File: config.mk
export PLATFORM = sky130hd
export DESIGN_NAME = hv_pin_guard
export DESIGN_NICKNAME = d
export VERILOG_FILES = /design/src/rtl/hvg_pkg.sv /design/src/rtl/hvg_tick.sv /design/src/rtl/hvg_fault_filter.sv /design/src/rtl/hvg_monoflop.sv /design/src/rtl/hvg_rst_sync.sv /design/src/rtl/hv_pin_guard.sv
export SDC_FILE = /design/constraint.sdc
export NUM_CORES = 1
export LEC_CHECK = 0
export ABC_AREA = 1
export BUFFER_PORTS_ARGS = -buffer_cell sky130_fd_sc_hd__clkbuf_2
export CAP_MARGIN = 20
export CORE_MARGIN = 2
export CORE_UTILIZATION = 56
export CTS_BUF_LIST = sky130_fd_sc_hd__clkbuf_4 sky130_fd_sc_hd__clkbuf_8
export CTS_CLUSTER_SIZE = 8
export DETAILED_ROUTE_END_ITERATION = 12
export MAX_ROUTING_LAYER = met4
export PLACE_DENSITY = 0.76
export REMOVE_ABC_BUFFERS = 1
export SYNTH_ARGS = -nofsm -noshare
export SYNTH_HDL_FRONTEND = slang
export SYNTH_SLANG_ARGS = --single-unit
File: constraint.sdc
create_clock -name clk -period 2.91 [get_ports clk]
set_clock_uncertainty 0.2 [all_clocks]
set_input_delay 0.4365 -clock clk [delete_from_list [all_inputs] [get_ports clk]]
set_output_delay 0.4365 -clock clk [all_outputs]
set_load 0.01 [all_outputs]
File: src/rtl/hvg_pkg.sv
package hvg_pkg;
  localparam int NPIN    = 4;
  localparam int PIN_LIN = 0;
  localparam int PIN_BSD = 1;
  localparam int PIN_STI = 2;
  localparam int PIN_WU  = 3;

  typedef enum logic [1:0] {
    TGT_CFG  = 2'd0,
    TGT_STAT = 2'd1,
    TGT_MON  = 2'd2,
    TGT_WU   = 2'd3
  } hvg_tgt_e;

  // configuration bit positions
  localparam int CB_REEN    = 3;
  localparam int CB_PASSIVE = 2;
  localparam int CB_MONOOFF = 1;
  localparam int CB_EDGE    = 4;
endpackage

File: src/rtl/hvg_tick.sv
module hvg_tick #(
  parameter int DIV = 20
) (
  input  logic clk,
  input  logic rst_n,
  output logic tick
);
  localparam int CW = (DIV > 1) ? $clog2(DIV) : 1;
  logic [CW-1:0] cnt_q, cnt_d;

  assign tick = (cnt_q == CW'(DIV - 1));

  always_comb begin
    cnt_d = tick ? '0 : cnt_q + 1'b1;
  end

  always_ff @(posedge clk or negedge rst_n) begin
    if (!rst_n) cnt_q <= '0;
    else        cnt_q <= cnt_d;
  end
endmodule

File: src/rtl/hvg_fault_filter.sv
module hvg_fault_filter #(
  parameter int LIMIT = 20
) (
  input  logic clk,
  input  logic rst_n,
  input  logic tick,
  input  logic det,
  input  logic clr,
  output logic hit
);
  localparam int CW = $clog2(LIMIT + 2);
  localparam logic [CW-1:0] TOP = CW'(LIMIT + 1);
  logic [CW-1:0] cnt_q, cnt_d;

  assign hit = (cnt_q == TOP);

  always_comb begin
    if (clr || !det)              cnt_d = '0;
    else if (tick && cnt_q != TOP) cnt_d = cnt_q + 1'b1;
    else                          cnt_d = cnt_q;
  end

  always_ff @(posedge clk or negedge rst_n) begin
    if (!rst_n) cnt_q <= '0;
    else        cnt_q <= cnt_d;
  end
endmodule

File: src/rtl/hvg_monoflop.sv
module hvg_monoflop #(
  parameter int LIMIT = 1300000
) (
  input  logic clk,
  input  logic rst_n,
  input  logic tick,
  input  logic run,
  input  logic en,
  output logic expire
);
  localparam int CW = (LIMIT > 1) ? $clog2(LIMIT) : 1;
  logic [CW-1:0] cnt_q, cnt_d;

  assign expire = run && en && tick && (cnt_q == CW'(LIMIT - 1));

  always_comb begin
    if (!run || !en || expire) cnt_d = '0;
    else if (tick)             cnt_d = cnt_q + 1'b1;
    else                       cnt_d = cnt_q;
  end

  always_ff @(posedge clk or negedge rst_n) begin
    if (!rst_n) cnt_q <= '0;
    else        cnt_q <= cnt_d;
  end
endmodule

File: src/rtl/hvg_rst_sync.sv
module hvg_rst_sync (
  input  logic clk,
  input  logic rst_n,
  output logic rst_ns
);
  logic [1:0] sync_q;

  always_ff @(posedge clk or negedge rst_n) begin
    if (!rst_n) sync_q <= 2'b00;
    else        sync_q <= {sync_q[0], 1'b1};
  end

  assign rst_ns = sync_q[1];
endmodule

File: src/rtl/hv_pin_guard.sv
module hv_pin_guard #(
  parameter int CLK_HZ         = 20000000,
  parameter int TICK_HZ        = 1000000,
  parameter int FAST_FLT_TICKS = 20,
  parameter int SLOW_FLT_TICKS = 400,
  parameter int MONO_TICKS     = 1300000
) (
  input  logic       clk,
  input  logic       rst_n,
  input  logic       cmd_we,
  input  logic [2:0] cmd_wdata,
  input  logic       dat_we,
  input  logic [7:0] dat_wdata,
  output logic [7:0] dat_rdata,
  output logic       busy,
  input  logic [3:0] sc_det,
  input  logic       thermal_det,
  input  logic       wu_in,
  input  logic       sti_in,
  output logic [3:0] drv_en,
  output logic       wu_out,
  output logic       irq,
  output logic       atten_en,
  output logic       tmon_en,
  output logic       vshort_en,
  output logic       wu_pullup_en
);
  import hvg_pkg::*;

  localparam int DIV = (CLK_HZ / TICK_HZ > 0) ? CLK_HZ / TICK_HZ : 1;

  logic rst_ns;
  logic tick;

  // registers
  logic            busy_q, busy_d;
  logic            rnw_q, rnw_d;
  hvg_tgt_e        tgt_q, tgt_d;
  logic [7:0]      dat_q, dat_d;
  logic [7:0]      cfg_q, cfg_d;
  logic            wu_req_q, wu_req_d;
  logic [NPIN-1:0] sc_q, sc_d;
  logic            th_q, th_d;
  logic [1:0]      edg_q, edg_d;
  logic [1:0]      lvl_prev_q;
  logic [NPIN-1:0] dis_q, dis_d;

  // combinational
  logic            wr_cfg, wr_stat, wr_wu, rd_xfer;
  logic            reen;
  logic [NPIN-1:0] hit;
  logic            mono_exp;
  logic [1:0]      lvl_now, edge_set, lvl_mon;
  logic [7:0]      rd_val;

  hvg_rst_sync u_rst (.clk(clk), .rst_n(rst_n), .rst_ns(rst_ns));

  hvg_tick #(.DIV(DIV)) u_tick (.clk(clk), .rst_n(rst_ns), .tick(tick));

  for (genvar i = 0; i < NPIN; i++) begin : g_flt
    hvg_fault_filter #(
      .LIMIT((i == PIN_WU) ? SLOW_FLT_TICKS : FAST_FLT_TICKS)
    ) u_flt (
      .clk(clk), .rst_n(rst_ns), .tick(tick),
      .det(sc_det[i]), .clr(reen), .hit(hit[i])
    );
  end

  hvg_monoflop #(.LIMIT(MONO_TICKS)) u_mono (
    .clk(clk), .rst_n(rst_ns), .tick(tick),
    .run(wu_req_q), .en(!cfg_q[CB_MONOOFF]), .expire(mono_exp)
  );

  // transfer decode
  always_comb begin
    wr_cfg  = busy_q && !rnw_q && (tgt_q == TGT_CFG);
    wr_stat = busy_q && !rnw_q && (tgt_q == TGT_STAT);
    wr_wu   = busy_q && !rnw_q && (tgt_q == TGT_WU);
    rd_xfer = busy_q && rnw_q;
    reen    = wr_cfg && dat_q[CB_REEN];
  end

  // read mux
  always_comb begin
    lvl_now = {sti_in, wu_in};
    lvl_mon = cfg_q[CB_EDGE] ? lvl_now : 2'b00;
    case (tgt_q)
      TGT_CFG:  rd_val = cfg_q;
      TGT_STAT: rd_val = {1'b0, edg_q, th_q, sc_q};
      TGT_MON:  rd_val = {2'b00, ~dis_q, lvl_mon};
      default:  rd_val = {7'b0, wu_req_q};
    endcase
  end

  // next state
  always_comb begin
    busy_d = cmd_we;
    rnw_d  = cmd_we ? cmd_wdata[2] : rnw_q;
    tgt_d  = cmd_we ? hvg_tgt_e'(cmd_wdata[1:0]) : tgt_q;

    if (rd_xfer)     dat_d = rd_val;
    else if (dat_we) dat_d = dat_wdata;
    else             dat_d = dat_q;

    if (wr_cfg) cfg_d = {dat_q[7:4], 1'b0, dat_q[2:0]};
    else        cfg_d = cfg_q;

    if (wr_wu)         wu_req_d = dat_q[0];
    else if (mono_exp) wu_req_d = 1'b0;
    else               wu_req_d = wu_req_q;

    edge_set = cfg_q[CB_EDGE] ? (lvl_now ^ lvl_prev_q) : 2'b00;
    edg_d    = (edg_q & ~(wr_stat ? dat_q[6:5] : 2'b00)) | edge_set;

    th_d = (reen ? 1'b0 : th_q) | thermal_det;

    for (int i = 0; i < NPIN; i++) begin
      sc_d[i]  = (reen ? 1'b0 : sc_q[i]) | (hit[i] && !reen);
      dis_d[i] = (reen ? 1'b0 : dis_q[i])
               | (hit[i] && !reen && ((i >= PIN_STI) || !cfg_q[CB_PASSIVE]));
    end
    dis_d[PIN_STI] = dis_d[PIN_STI] | thermal_det;
    dis_d[PIN_WU]  = dis_d[PIN_WU]  | thermal_det;
  end

  // registers
  always_ff @(posedge clk or negedge rst_ns) begin
    if (!rst_ns) begin
      busy_q     <= 1'b0;
      rnw_q      <= 1'b0;
      tgt_q      <= TGT_CFG;
      dat_q      <= '0;
      cfg_q      <= '0;
      wu_req_q   <= 1'b0;
      sc_q       <= '0;
      th_q       <= 1'b0;
      edg_q      <= '0;
      lvl_prev_q <= '0;
      dis_q      <= '0;
    end else begin
      busy_q     <= busy_d;
      rnw_q      <= rnw_d;
      tgt_q      <= tgt_d;
      dat_q      <= dat_d;
      cfg_q      <= cfg_d;
      wu_req_q   <= wu_req_d;
      sc_q       <= sc_d;
      th_q       <= th_d;
      edg_q      <= edg_d;
      lvl_prev_q <= lvl_now;
      dis_q      <= dis_d;
    end
  end

  assign dat_rdata    = dat_q;
  assign busy         = busy_q;
  assign drv_en       = ~dis_q;
  assign wu_out       = wu_req_q && !dis_q[PIN_WU];
  assign irq          = |{sc_q, th_q, edg_q};
  assign atten_en     = cfg_q[7];
  assign tmon_en      = cfg_q[6];
  assign vshort_en    = cfg_q[5];
  assign wu_pullup_en = cfg_q[0];
endmodule

* Word-level counts from Yosys, hierarchy flattened
Index checks and enable logic that the tools add are counted.
Operators by class: add/subtract/negate cells 6, equality and inequality tests 13, mux-type cells 28, bitwise logic cells 16, reductions and logical operators 45
Operator list (number):
- 21-bit two-way mux | 2
- 5-bit two-way mux | 7
- 8-bit case mux with 3 select lines | 1
- 21-bit by 1-bit adder with 21-bit output, second input constant | 1
- 21-bit == test, second input constant | 1
- 5-bit by 1-bit adder with 5-bit output, second input constant | 4
- 5-bit == test, second input constant | 4
- 1-bit logical AND | 20
- 9-bit two-way mux | 2
- 8-bit two-way mux | 2
- 5-bit inequality test, second input constant | 3
- 2-bit nonzero test | 7
- 1-bit two-way mux | 11
- 1-bit bitwise OR | 11
- 1-bit logical NOT | 10
- 9-bit by 1-bit adder with 9-bit output, second input constant | 1
- 9-bit == test, second input constant | 1
- 9-bit inequality test, second input constant | 1
- 7-bit OR reduction | 1
- 1-bit logical OR | 6
- 2-bit two-way mux | 3
- 2-bit == test, second input constant | 2
- 4-bit NOT | 1
- 2-bit bitwise AND | 1
- other kinds (5) | 5
Storage, ports and cells: flip-flop bits (word level) 85, input bits 22, output and inout port bits 19, logic and storage cells 126

* Depth between registers and ports, before layout
word-level depth 8, gate-level depth with buffers 9, depth with buffers taken out 9

* Cells and area by module
From an unflattened synthesis, not the netlist that was laid out.
Unflattened totals: cells, all modules 587, area total of the unflattened synthesis 4672.0 um^2
By module, submodules not included:
- hv_pin_guard | times used 1, cells each 178, area an instance 1542.7 um^2
- hvg_monoflop | times used 1, cells each 180, area an instance 1308.8 um^2
- hvg_fault_filter at g_flt[0].u_flt ... | times used 3, cells each 42, area an instance 319.1 um^2
- hvg_fault_filter at g_flt[3].u_flt | times used 1, cells each 77, area an instance 599.3 um^2
- hvg_tick | times used 1, cells each 23, area an instance 210.2 um^2
- hvg_rst_sync | times used 1, cells each 3, area an instance 53.8 um^2

* Worst setup path after synthesis
OpenSTA, ideal clock, no wires.
path type flip-flop to flip-flop, from reg u_tick.cnt_q[0], to reg u_mono.cnt_q[10], setup time 119 ps, arrival time 1281 ps, data required time 2591 ps, slack 1310 ps, stages on the path, launching flop included 10, buffers on the path 1, path through dfrtp_1 ha_1 nand3_4 nor2_4 inv_1 nor2_1 nand2_1 nand2_2 buf_6 nor2_1
On the way: longest elaborated chain between the ends 5, elaborated cells between the ends (all ways) 6, classes of those cells eq/ne (1); mux (1); reduce/logical (4)
Ends and longest elaborated chain:
- start: declaration | RTL line hvg_tick.sv:9 | logic [CW-1:0] cnt_q, cnt_d;
- start signal: assignment | RTL line hvg_tick.sv:19 | else cnt_q <= cnt_d;
- 5-bit == test (*) | RTL line hvg_tick.sv:11 | assign tick = (cnt_q == CW'(DIV - 1));
- 1-bit logical AND (2 in a row) | RTL line hvg_monoflop.sv:14 | assign expire = run && en && tick && (cnt_q == CW'(LIMIT - 1));
- 1-bit logical OR | RTL line hvg_monoflop.sv:17 | if (!run || !en || expire) cnt_d = '0;
- 21-bit two-way mux or 2-bit nonzero test (tied branches)
- end signal: assignment | RTL line hvg_monoflop.sv:24 | else cnt_q <= cnt_d;
- end: declaration | RTL line hvg_monoflop.sv:12 | logic [CW-1:0] cnt_q, cnt_d;
Every way passes the cells marked *; elsewhere a longest branch is shown, timed or not. A chain may end at the register's enable or synchronous reset.

* Final worst setup path
from reg tgt_q[0], to reg g_flt[3].u_flt.cnt_q[7]
On the way: longest elaborated chain between the ends 5, elaborated cells between the ends (all ways) 6, classes of those cells mux (1); reduce/logical (5)
Ends and longest elaborated chain:
- start: declaration | RTL line hv_pin_guard.sv:38 | hvg_tgt_e tgt_q, tgt_d;
- start signal: assignment | RTL line hv_pin_guard.sv:143 | tgt_q <= tgt_d;
- 2-bit logical NOT (*) | RTL line hv_pin_guard.sv:76 | wr_cfg = busy_q && !rnw_q && (tgt_q == TGT_CFG);
- 1-bit logical AND (*) | RTL line hv_pin_guard.sv:76
- 1-bit logical AND (*) | RTL line hv_pin_guard.sv:80 | reen = wr_cfg && dat_q[CB_REEN];
- 1-bit logical OR (*) | RTL line hvg_fault_filter.sv:18 | if (clr || !det) cnt_d = '0;
- 9-bit two-way mux or 2-bit nonzero test (tied branches)
- end signal: assignment | RTL line hvg_fault_filter.sv:25 | else cnt_q <= cnt_d;
- end: declaration | RTL line hvg_fault_filter.sv:13 | logic [CW-1:0] cnt_q, cnt_d;
Marks and branches as above.

==> results_tabular.tex <==
\begin{tabular}{lr}
\hline
Metric & Value \\
\hline
\multicolumn{2}{l}{\textbf{Outcome}} \\
Result of the run & finished, final reports clean \\
\multicolumn{2}{l}{\textbf{Global route}} \\
Pin count of the biggest net entering global routing & 45 \\
Global-route wire length before repair & 16200 µm \\
Antenna violations before repair & 0 \\
Overall track demand over capacity in global routing & 0.241 \\
Vias in the first global route & 3545 \\
Grt total ovfl & 0 \\
\multicolumn{2}{l}{\textbf{Cells and area}} \\
Number of filler cells placed in the layout & 699 \\
Total inserted antenna cells & 0 \\
Area growth from synthesis to layout & 10.8\% \\
Share of layout cells above drive strength 1 & 0.123 \\
Number of nets at the end of the flow & 620 \\
Design area & 0.00487 mm² \\
\multicolumn{2}{l}{\textbf{Setup path}} \\
Worst endpoint required time & 2.94 ns \\
Maximum fanout along the worst path & 12 \\
Kind of end point of the critical path & register \\
Critical R2R Launch & tgt\_q[0]\$\_DFFE\_PN0P\_ \\
Launch point of the worst path & tgt\_q[0]\$\_DFFE\_PN0P\_ \\
Kind of launch point of the worst setup path & register \\
Kind of critical path & reg2reg \\
Data arrival time at the worst-slack endpoint & 2.15 ns \\
\multicolumn{2}{l}{\textbf{Power and ir drop}} \\
Pwr Density & 488 mW/mm² \\
Total Power & 0.00238 W \\
Maximum vdd drop & 306 µV \\
Standby leakage power & 2.31 nW \\
\multicolumn{2}{l}{\textbf{Synthesis}} \\
Leading post-synthesis cells by instance count & 114 x nand2\_1, 85 x dfrtp\_1, 75 x inv\_1 \\
Dominant register cell in the synthesized netlist & dfrtp\_1 \\
Post-Synthesis Cell Area & 0.00440 mm² \\
Count of flip-flops with a built-in enable after synthesis & 0 \\
Total number of yosys warnings & 0 \\
Fraction of synthesis flops using an asynchronous set or reset pin & 1.00 \\
Cell variety after synth & 36 \\
Most frequent cell after synthesis & nand2\_1 \\
Main area contributors after synthesis & dfrtp\_1 48\%, nand2\_1 9.7\%, inv\_1 6.4\% \\
Top cell type's share of synthesized area & 0.484 \\
Syn\_area\_per\_cell & 8.10 µm² \\
Cells after synthesis & 543 \\
Synthesized flop and latch total & 85 \\
Proportion of synthesized chip area in sequential cells & 0.484 \\
Library cell occupying the most area in the post-synthesis netlist & dfrtp\_1 \\
\multicolumn{2}{l}{\textbf{Routing}} \\
Detailed-route wire length on metal 1 & 4380 µm \\
First-pass iteration count of the detailed router & 5 \\
Number of remaining DRC errors & 0 \\
Total detailed-routing wirelength & 9360 µm \\
Met3 wire length & 363 µm \\
Drt initial violations & 203 \\
Met2 wire length & 4510 µm \\
Residual antenna-violating net count after detailed routing & 0 \\
Detail-routed net length per standard cell & 13.5 µm \\
Vias per inst & 5.27 \\
Overall via count from detail\_route & 3662 \\
Uppermost metal layer occupied by signal nets & met4 \\
\multicolumn{2}{l}{\textbf{STA}} \\
Time the worst path needs with I/O delays and setup & 2.12 ns \\
Worst Hold Slack & 0.0572 ns \\
Setup repair after global routing missed its margin & no \\
Aggregate negative setup slack & 0 ns \\
Post-route setup slack & 0.795 ns \\
Crit share post-route & 0.727 \\
Timing-limited maximum frequency & 0.473 GHz \\
Final hold violation count & 0 \\
Relative max-transition margin & 0.640 \\
Final setup fails & 0 \\
Worst Max-Slew Pin Slew & 0.540 ns \\
Final number of max-transition violations & 0 \\
\multicolumn{2}{l}{\textbf{Floorplanning}} \\
Full die area & 0.00858 mm² \\
I/O Pins & 41 \\
Standard cell core area & 0.00769 mm² \\
Effective utilization at floorplan & 0.572 \\
Die Y-Extent & 92.6 µm \\
Number of rows in the core area & 32 \\
Chip Width & 92.6 µm \\
\multicolumn{2}{l}{\textbf{Clocking}} \\
Number of sinks handled by clock tree synthesis & 85 \\
Num CTS Buffers & 9 \\
Cells resized by post-CTS repair & 0 \\
Clk Tree Root Cell & clkbuf\_8 \\
Clock-pin slew reported for the worst setup and hold paths after clock tree synthesis & 0.09 ns \\
Bufs on Longest Clock Path & 2 \\
Clock latency reported for the late side of the worst-skew pair & 0.35 ns \\
Number of setup buffers added after CTS & 0 \\
Hold buffer count at cts & 1 \\
CTS tree & yes \\
H-tree depth & 3 \\
\multicolumn{2}{l}{\textbf{Min path}} \\
Classification of the worst-slack hold path & in2reg \\
Source of the worst hold timing path & wu\_in \\
\multicolumn{2}{l}{\textbf{Placed design}} \\
PortBufs & 40 \\
Detailed placement HPWL & 6830 µm \\
Routability cong. & 0.920 \\
Total placed instance area & 0.00468 mm² \\
Post-Place Setup Slack & 0.791 ns \\
\multicolumn{2}{l}{\textbf{Flow run}} \\
Max Cap Violations & 0 \\
\hline
\end{tabular}
where the power goes:
part           switching, W  total [W]  leakage [nW]  internal [W]
Clock              0.000412   0.000762        0.0892      0.000350
Combinational      0.000188   0.000289          1.11      0.000101
Sequential        0.0000704    0.00133          1.11       0.00126
Total              0.000670    0.00238          2.31       0.00171
worst max-delay path, cell delays in order (launching register included):
cell and delay, ns:
dfrtp_1 0.46, nor2_4 0.25, nand3_1 0.41, nand2_1 0.29
inv_2 0.13, nand2_2 0.15, o21ai_0 0.09
flip-flops by register name, summed over array words and instances, names as in the netlist:
name / count
u_tick.cnt_q: 5
edg_q: 2
wu_req_q: 1
tgt_q: 2
cfg_q: 7
th_q: 1
busy: 1
rnw_q: 1
dat_rdata: 8
dis_q: 4
sc_q: 4
g_flt.u_flt.cnt_q: 24
lvl_prev_q: 2
u_mono.cnt_q: 21
u_rst.sync_q: 2
layout make-up:
class,instances,area [µm²],area share
Multi-Input combinational cell,370,1900,0.390
Timing Repair Buffer,42,230,0.0473
Clock buffer,12,153,0.0313
Clock inverter,4,25.0,0.00514
Tap cell,102,128,0.0262
Inverter,80,303,0.0622
Sequential cell,85,2130,0.437
cells by family (layout without fill, tap and decap cells):
logic type	Yosys count	after routing	share of synthesized area
AOI/OAI and AO/OA	82	82	0.103
xor gates and xnor gates	20	20	0.0398
adders and majority gates	10	10	0.0284
buffers and inverters	88	138	0.0839
DFF	85	85	0.484
other	1	1	0.000853
and+or+nand+nor	257	257	0.260
metal layers:
layer | up-vias | track usage
li1 | 1847 | -
met1 | 1734 | 0.320
met2 | 69 | 0.385
met3 | 12 | 0.0472
met4 | 0 | 0.0662
met5 | - | -
per-stage QoR:
step	util	instances
2_1_floorplan	-	535
3_3_place_gp	0.609	678
3_5_place_dp	0.609	678
4_1_cts	0.634	695
5_1_grt	0.634	695
6_report	0.634	695
worst paths after layout:
| check | slack (ns) | cells past startpoint | end |
|---|---|---|---|
| min in group asynchronous | 0.12 | 0 | dat_rdata[6]$_DFFE_PN0P_ |
| worst max-delay path | 0.79 | 6 | g_flt[3].u_flt.cnt_q[7]$_DFFE_PN0P_ |
| worst min-delay path | 0.06 | 1 | lvl_prev_q[0]$_DFF_PN0_ |
| max in group asynchronous | 1.75 | 1 | g_flt[1].u_flt.cnt_q[3]$_DFFE_PN0P_ |
| worst min register to register | 0.12 | 0 | dat_rdata[6]$_DFFE_PN0P_ |
| worst max register to register | 0.79 | 6 | g_flt[3].u_flt.cnt_q[7]$_DFFE_PN0P_ |
cell usage in the layout, fill, tap and decap left out, drive strengths merged:
cell	count
xnor2	7
a21oi	16
a211oi	1
o21a	1
o22ai	3
clkinvlp	2
nor2	67
clkinv	4
ha	10
or2	1
dfrtp	85
dlygate4sd3	1
inv	78
nor3	10
nand3	36
nand2	119
conb	1
nand4	21
o31ai	1
o2111ai	1
xor2	13
a22oi	5
o21bai	3
clkbuf	52
buf	1
o211ai	3
nor3b	3
o21ai	48
Power figures use the tool's default switching activity.
